<file path="config.mk">
export PLATFORM = sky130hd
export DESIGN_NAME = spi_byte_port
export DESIGN_NICKNAME = d
export VERILOG_FILES = /design/src/rtl/spi_port_pkg.sv /design/src/rtl/spi_sck_divider.sv /design/src/rtl/spi_shift_engine.sv /design/src/rtl/spi_reg_bank.sv /design/src/rtl/spi_byte_port.sv
export SDC_FILE = /design/constraint.sdc
export NUM_CORES = 1
export LEC_CHECK = 0
export ABC_CLOCK_PERIOD_IN_PS = 3300
export BUFFER_PORTS_ARGS = -buffer_cell sky130_fd_sc_hd__buf_2
export CAP_MARGIN = 20
export CORE_MARGIN = 2
export CORE_UTILIZATION = 35
export CTS_CLUSTER_SIZE = 28
export DETAILED_ROUTE_END_ITERATION = 6
export PLACE_DENSITY = 0.5
export RECOVER_POWER = 25
export SLEW_MARGIN = 40
export SYNTH_ARGS = -nofsm -noshare
export SYNTH_HDL_FRONTEND = slang
export SYNTH_SLANG_ARGS = --single-unit
</file>
<file path="constraint.sdc">
create_clock -name clk -period 3.3 [get_ports clk]
set_input_delay 0.99 -clock clk [delete_from_list [all_inputs] [get_ports clk]]
set_output_delay 0.99 -clock clk [all_outputs]
set_load 0.03 [all_outputs]
</file>
<file path="src/rtl/spi_port_pkg.sv">
package spi_port_pkg;

    localparam int REG_W    = 8;
    localparam int RATE_W   = 3;
    localparam int HALF_W   = (1 << RATE_W) - 1;
    localparam int BITCNT_W = $clog2(REG_W);

    // status bit positions decoded by software
    localparam int ST_MASTER = 7;
    localparam int ST_OD     = 2;
    localparam int ST_FULL   = 0;

    typedef enum logic [1:0] {
        SEL_CTRL = 2'd0,
        SEL_STAT = 2'd1,
        SEL_DATA = 2'd2,
        SEL_NONE = 2'd3
    } reg_sel_e;

    typedef struct packed {
        logic              edge_sel;
        logic              enable;
        logic              ovf;
        logic              go;
        logic              hold;
        logic [RATE_W-1:0] rate;
    } ctrl_view_t;

    typedef struct packed {
        logic lead;
        logic trail;
    } sck_event_t;

    function automatic logic [HALF_W-1:0] half_limit(input logic [RATE_W-1:0] r);
        return HALF_W'((32'd1 << r) - 32'd1);
    endfunction

endpackage

</file>
<file path="src/rtl/spi_sck_divider.sv">
module spi_sck_divider
    import spi_port_pkg::*;
#(
    parameter int RW = RATE_W,
    localparam int CW = (1 << RW) - 1
) (
    input  logic          clk,
    input  logic          rst,
    input  logic          run,
    input  logic [RW-1:0] rate,
    output logic          tick
);

    logic [CW-1:0] cnt;
    logic [CW-1:0] lim;

    always_comb begin
        lim  = half_limit(rate);
        tick = run && (cnt == lim);
    end

    always_ff @(posedge clk) begin
        if (rst || !run) begin
            cnt <= '0;
        end else if (tick) begin
            cnt <= '0;
        end else begin
            cnt <= cnt + 1'b1;
        end
    end

endmodule

</file>
<file path="src/rtl/spi_shift_engine.sv">
module spi_shift_engine
    import spi_port_pkg::*;
#(
    parameter int DW     = REG_W,
    parameter int SYNC_N = 2,
    localparam int BW    = $clog2(DW)
) (
    input  logic          clk,
    input  logic          rst,
    input  logic          enable,
    input  logic          master,
    input  logic          edge_sel,
    input  logic          start,
    input  logic          start_edge,
    input  logic          load,
    input  logic [DW-1:0] load_data,
    input  logic          tick,
    input  logic          sck_pin,
    input  logic          sdi_pin,
    output logic          busy,
    output logic          sck_lvl,
    output logic          sdo_bit,
    output logic          done,
    output logic [DW-1:0] rx_next
);

    logic [SYNC_N-1:0] sck_sy;
    logic [SYNC_N-1:0] sdi_sy;
    logic              sck_seen;
    logic              sck_s;
    logic              sdi_eff;
    logic              slave_chg;
    logic [DW-1:0]     shreg;
    logic [BW-1:0]     bit_idx;
    sck_event_t        ev;

    always_comb begin
        sck_s     = sck_sy[SYNC_N-1];
        slave_chg = sck_s != sck_seen;
        ev        = '0;
        if (busy && enable) begin
            if (master) begin
                ev.lead  = tick && (sck_lvl == edge_sel);
                ev.trail = tick && (sck_lvl != edge_sel);
            end else begin
                ev.lead  = slave_chg && (sck_s != edge_sel);
                ev.trail = slave_chg && (sck_s == edge_sel);
            end
        end
        sdi_eff = master ? sdi_pin : sdi_sy[SYNC_N-1];
        rx_next = {shreg[DW-2:0], sdi_eff};
        done    = ev.trail && (bit_idx == BW'(DW - 1));
    end

    always_ff @(posedge clk) begin
        if (rst) begin
            sck_sy   <= '0;
            sdi_sy   <= '0;
            sck_seen <= 1'b0;
            busy     <= 1'b0;
            sck_lvl  <= 1'b0;
            sdo_bit  <= 1'b0;
            shreg    <= '0;
            bit_idx  <= '0;
        end else begin
            sck_sy   <= {sck_sy[SYNC_N-2:0], sck_pin};
            sdi_sy   <= {sdi_sy[SYNC_N-2:0], sdi_pin};
            sck_seen <= sck_s;
            if (load && !busy) begin
                shreg <= load_data;
            end
            if (!enable) begin
                busy    <= start;
                sck_lvl <= start ? start_edge : edge_sel;
                bit_idx <= '0;
            end else if (!busy) begin
                sck_lvl <= start ? start_edge : edge_sel;
                if (start) begin
                    busy    <= 1'b1;
                    bit_idx <= '0;
                end
            end else begin
                if (master && tick) begin
                    sck_lvl <= !sck_lvl;
                end
                if (ev.lead) begin
                    sdo_bit <= shreg[DW-1];
                end
                if (ev.trail) begin
                    shreg   <= rx_next;
                    bit_idx <= bit_idx + 1'b1;
                    if (done) begin
                        busy <= 1'b0;
                    end
                end
            end
        end
    end

endmodule

</file>
<file path="src/rtl/spi_reg_bank.sv">
module spi_reg_bank
    import spi_port_pkg::*;
(
    input  logic              clk,
    input  logic              rst,
    input  logic              we,
    input  logic              re,
    input  logic [1:0]        addr,
    input  logic [REG_W-1:0]  wdata,
    input  logic              busy,
    input  logic              done,
    input  logic [REG_W-1:0]  rx_next,
    output logic              edge_sel,
    output logic              enable,
    output logic              hold,
    output logic [RATE_W-1:0] rate,
    output logic              master,
    output logic              od,
    output logic              rx_full,
    output logic              ovf,
    output logic              start,
    output logic              start_edge,
    output logic              load,
    output logic [REG_W-1:0]  rdata
);

    reg_sel_e         sel;
    logic             wr_ctrl;
    logic             wr_stat;
    logic             rd_data;
    logic [REG_W-1:0] rx_q;
    ctrl_view_t       ctrl_rd;

    always_comb begin
        sel        = reg_sel_e'(addr);
        wr_ctrl    = we && (sel == SEL_CTRL);
        wr_stat    = we && (sel == SEL_STAT);
        load       = we && (sel == SEL_DATA);
        rd_data    = re && (sel == SEL_DATA);
        start      = wr_ctrl && wdata[4] && wdata[6] && !busy;
        start_edge = wdata[7];

        ctrl_rd          = '0;
        ctrl_rd.edge_sel = edge_sel;
        ctrl_rd.enable   = enable;
        ctrl_rd.ovf      = ovf;
        ctrl_rd.go       = busy;
        ctrl_rd.hold     = hold;
        ctrl_rd.rate     = rate;

        rdata = '0;
        unique case (sel)
            SEL_CTRL: rdata = ctrl_rd;
            SEL_STAT: begin
                rdata[ST_MASTER] = master;
                rdata[ST_OD]     = od;
                rdata[ST_FULL]   = rx_full;
            end
            SEL_DATA: rdata = rx_q;
            default:  rdata = '0;
        endcase
    end

    always_ff @(posedge clk) begin
        if (rst) begin
            edge_sel <= 1'b0;
            enable   <= 1'b0;
            hold     <= 1'b0;
            rate     <= '0;
            master   <= 1'b0;
            od       <= 1'b0;
            rx_full  <= 1'b0;
            ovf      <= 1'b0;
            rx_q     <= '0;
        end else begin
            if (wr_ctrl) begin
                edge_sel <= wdata[7];
                enable   <= wdata[6];
                hold     <= wdata[3];
                rate     <= wdata[RATE_W-1:0];
                if (!wdata[5]) begin
                    ovf <= 1'b0;
                end
            end
            if (wr_stat) begin
                master <= wdata[ST_MASTER];
                od     <= wdata[ST_OD];
            end
            if (rd_data) begin
                rx_full <= 1'b0;
            end
            if (done) begin
                if (!master && rx_full && !rd_data) begin
                    ovf <= 1'b1;
                end else begin
                    rx_q    <= rx_next;
                    rx_full <= 1'b1;
                end
            end
        end
    end

endmodule

</file>
<file path="src/rtl/spi_byte_port.sv">
module spi_byte_port
    import spi_port_pkg::*;
#(
    parameter int SYNC_N = 2
) (
    input  logic             clk,
    input  logic             rst,
    input  logic             bus_we,
    input  logic             bus_re,
    input  logic [1:0]       bus_addr,
    input  logic [REG_W-1:0] bus_wdata,
    output logic [REG_W-1:0] bus_rdata,
    output logic             sck_out,
    output logic             sck_out_en,
    output logic             sck_opendrain,
    input  logic             sck_in,
    output logic             sdo_out,
    output logic             sdo_out_en,
    input  logic             sdi_in
);

    logic              cfg_edge;
    logic              cfg_en;
    logic              cfg_hold;
    logic [RATE_W-1:0] cfg_rate;
    logic              st_master;
    logic              st_od;
    logic              rx_full;
    logic              ovf_flag;
    logic              start;
    logic              start_edge;
    logic              load;
    logic              busy;
    logic              sck_lvl;
    logic              sdo_bit;
    logic              xfer_done;
    logic              tick;
    logic [REG_W-1:0]  rx_next;

    spi_reg_bank u_regs (
        .clk        (clk),
        .rst        (rst),
        .we         (bus_we),
        .re         (bus_re),
        .addr       (bus_addr),
        .wdata      (bus_wdata),
        .busy       (busy),
        .done       (xfer_done),
        .rx_next    (rx_next),
        .edge_sel   (cfg_edge),
        .enable     (cfg_en),
        .hold       (cfg_hold),
        .rate       (cfg_rate),
        .master     (st_master),
        .od         (st_od),
        .rx_full    (rx_full),
        .ovf        (ovf_flag),
        .start      (start),
        .start_edge (start_edge),
        .load       (load),
        .rdata      (bus_rdata)
    );

    spi_sck_divider #(.RW(RATE_W)) u_div (
        .clk  (clk),
        .rst  (rst),
        .run  (busy && cfg_en && st_master),
        .rate (cfg_rate),
        .tick (tick)
    );

    spi_shift_engine #(.DW(REG_W), .SYNC_N(SYNC_N)) u_eng (
        .clk        (clk),
        .rst        (rst),
        .enable     (cfg_en),
        .master     (st_master),
        .edge_sel   (cfg_edge),
        .start      (start),
        .start_edge (start_edge),
        .load       (load),
        .load_data  (bus_wdata),
        .tick       (tick),
        .sck_pin    (sck_in),
        .sdi_pin    (sdi_in),
        .busy       (busy),
        .sck_lvl    (sck_lvl),
        .sdo_bit    (sdo_bit),
        .done       (xfer_done),
        .rx_next    (rx_next)
    );

    always_comb begin
        sck_out       = sck_lvl;
        sck_out_en    = cfg_en && st_master;
        sck_opendrain = st_od;
        sdo_out       = sdo_bit;
        sdo_out_en    = cfg_en && (busy || cfg_hold);
    end

endmodule

</file>
==> summary.txt <==
Run status
  – Status: complete, but fails checks
  – Violations in the final reports: max-capacitance violations, max-slew violations

Die
  – Die height: 87.37 um
  – Top Ports: 29
  – Starting Density: 36.00%
  – # rows: 30
  – Area of the die: 7633 um^2
  – Area of the core: 6756 um^2
  – Die Wd: 87.37 um

Synth
  – Register area share after synthesis: 36.21%
  – Syn Area/Cell: 9.144 um^2
  – Syn Nets: 286
  – Synth top area share: 36.21%
  – Netlist cell types: 54
  – Synth area leader: dfxtp_1
  – Number of enable flip-flop cells after synthesis: 0
  – FF+latch count, synth: 44
  – Syn. warnings: 0
  – Syn Inst Count: 266
  – Synth Flop Type: dfxtp_1
  – Post-Syn Area: 2432 um^2
  – Ys async rst share: 0%
  – Top cells by area, synth: dfxtp_1, mux2i_1, nand2b_1, nor2_1, nor2b_1

STA
  – Final hold violation count: 0
  – Tcrit/Tclk final: 90.19%
  – Normalized max-slew margin: -11.97%
  – Final max-slew violation count: 49
  – RSZ-0062 raised after global routing: no
  – Setup TNS: 0 ps
  – Max Clk Rate: 0.3360 GHz
  – Minimum clock period: 2976 ps
  – Least-Margin Pin Slew: 1680 ps
  – Setup violations, final: 0
  – Post-route clock skew: 9.298 ps

Power
  – Total Power: 1.106 mW
  – Lkg Pwr: 1.120 nW
  – VDD IR-drop max: 0.0001716 V
  – Pwr dens: 403.6 nW/um^2

Hold path
  – Hold/Removal Path Class: flip-flop to flip-flop

Critical path
  – Cells along the critical path: or3_4 -> ha_1 -> and3b_1 -> a21oi_1 -> or4_4 -> a311oi_4 -> a31oi_4 -> mux2_4
  – Arrival time worst endpoint: 3180 ps
  – CP Max Fanout: 9
  – Critical path data required time: 3510 ps
  – CP Class: flip-flop to flip-flop
  – Worst setup EP type: flip-flop
  – Crit start category: flip-flop
  – Max stage delay on crit path: 460 ps
  – Slowest cell on crit path: or4_4

GRT
  – GRT Total Usage: 15.43%
  – Initial antenna violation count: 0
  – Pin count of the biggest net entering global routing: 49
  – Remaining global-route overflow: 0
  – Vias in the first global route: 1783
  – First-pass GRT wire length: 9114 um

Clock network
  – CTS tree: done
  – Hold-fix buffers, CTS: 0
  – Clock H-tree levels: 2
  – Setup Buffers After CTS: 0
  – Clock Tree Root: clkbuf_8
  – Bufs on Longest Clock Path: 2
  – Post-cts sizing count: 0
  – Clock-pin slew on the worst setup and hold paths: 90 ps
  – Clock Sinks: 44
  – Worst-Skew Late Latency: 310 ps
  – Total CTS buffers: 5

Finish
  – Fin nets: 309
  – Antenna Diode Count: 0
  – Share of cells above drive strength 1: 17.93%
  – Area grow syn2layout: 12.71%
  – Finished Core Util: 40.57%
  – Post-route cell area: 2741 um^2

Routing
  – Starting DRT DRC Count: 71
  – Drt total wl: 5415 um
  – TritonRoute pass-1 iters: 4
  – WL/cell: 14.64 um
  – Total number of vias: 1859
  – DRC errors left: 0
  – Final ANT Viol Nets: 0
  – Vias per inst: 5.024

Placement
  – DP Area: 2625 um^2
  – DP Wirelength: 3904 um
  – Final GP Congestion: 0.7619
  – Port Buffer Count: 28

Run
  – Max Cap Viol: 1
[state kept, by name (all words and copies together) (netlist names), 2 cells and up]
signal / cells
u_div.cnt: 7
u_eng.bit_idx: 3
u_eng.sck_sy: 2
u_eng.sdi_sy: 2
u_eng.shreg: 8
u_regs.rate: 3
u_regs.rx_q: 8
[critical path: cells and delay by family (launching register included)]
family	cells	cell delay (ps)
simple gates	3	1100
flops	1	400
mux	1	350
compound gates	3	730
fa+ha+maj	1	300
[metal layers]
metal | GRT usage, % | wire, um | up-vias
met3 | 3.697 | 193 | 4
met5 | 0 | 0 | -
met1 | 20.35 | 2637 | 862
met4 | 5.035 | 59 | 0
li1 | - | - | 967
met2 | 24.72 | 2524 | 26
[synthesized netlist by cell type (2+ instances only)]
| master | n |
|---|---|
| inv_1 | 5 |
| xor2_1 | 6 |
| ha_1 | 4 |
| buf_2 | 2 |
| o22ai_1 | 2 |
| nor2_1 | 30 |
| a21oi_1 | 7 |
| mux2i_1 | 41 |
| nand3_1 | 9 |
| nand3b_1 | 2 |
| a31oi_1 | 2 |
| dfxtp_1 | 44 |
| nor3_1 | 2 |
| or2_2 | 7 |
| nor2b_1 | 13 |
| nand2b_1 | 18 |
| and3_1 | 2 |
| o21ai_0 | 5 |
| nand2_1 | 12 |
| buf_6 | 2 |
| xnor2_1 | 3 |
| o211ai_1 | 2 |
| clkbuf_1 | 11 |
| and3b_1 | 2 |
| nor3b_1 | 4 |
[stage by stage]
stage	instances	setup slack, ps	hold slack [ps]
finish	370	323.9	444.1
global route	370	203.5	463.6
CTS	370	319.6	447.3
detailed placement	362	355.4	424.2
global placement	362	357.6	418.0
floorplan	266	202.9	413.8
[cells in the final DEF (no fill, tap or decap), drive strengths merged, types with 3 or more instances in the layout]
master  synthesis  routed
nand2b         18      18
a21oi           8       8
ha              4       4
mux2i          41      41
buf             6      29
nor2           30      30
or2             8       8
inv             5       5
nand3           9       9
a31oi           3       3
nand2          12      12
dfxtp          44      44
xor2            6       6
o21ai           6       6
clkbuf         11      10
nor2b          13      13
xnor2           3       3
nor3b           4       4
[kinds of logic (layout without fill, tap and decap cells)]
logic type / after synthesis / count (layout) / share of synthesized area, %
buffers and inverters: 22 / 46 / 4.270
adder cells (fa/ha/maj): 4 / 4 / 2.058
AND/OR/NAND/NOR: 113 / 113 / 25.82
AO/OA/AOI/OAI: 31 / 31 / 10.44
XOR/XNOR: 9 / 9 / 3.241
flip-flops: 44 / 44 / 36.21
multiplexers: 43 / 43 / 17.95
[power by group]
group	switching, mW	total (mW)	leakage, nW	internal [mW]
combinational	0.0563	0.101	0.702	0.0443
sequential	0.00925	0.549	0.356	0.540
clock	0.208	0.456	0.0614	0.248
[area by class of cell]
class / instances / area, um^2
well taps: 80 / 100.1
repair buffers: 33 / 172.7
clock inverters: 2 / 38.79
multi-input cells: 200 / 1448
inverters: 5 / 18.77
fillers: 681 / 4015
clock buffers: 6 / 82.58
flip-flops and latches: 44 / 880.8
[final timing paths]
check | from | to | slack (ps) | cells past startpoint
worst min-delay path | u_eng.sdi_sy[0]$_SDFF_PP0_ | u_eng.sdi_sy[1]$_SDFF_PP0_ | 440 | 1
worst max register to register | u_regs.rate[1]$_SDFFE_PP0P_ | u_regs.rx_q[0]$_SDFFE_PP0P_ | 320 | 8
worst min register to register | u_eng.sdi_sy[0]$_SDFF_PP0_ | u_eng.sdi_sy[1]$_SDFF_PP0_ | 440 | 1
worst max-delay path | u_regs.rate[1]$_SDFFE_PP0P_ | u_regs.rx_q[0]$_SDFFE_PP0P_ | 320 | 8
No activity file was read; power rests on OpenSTA's default activity.
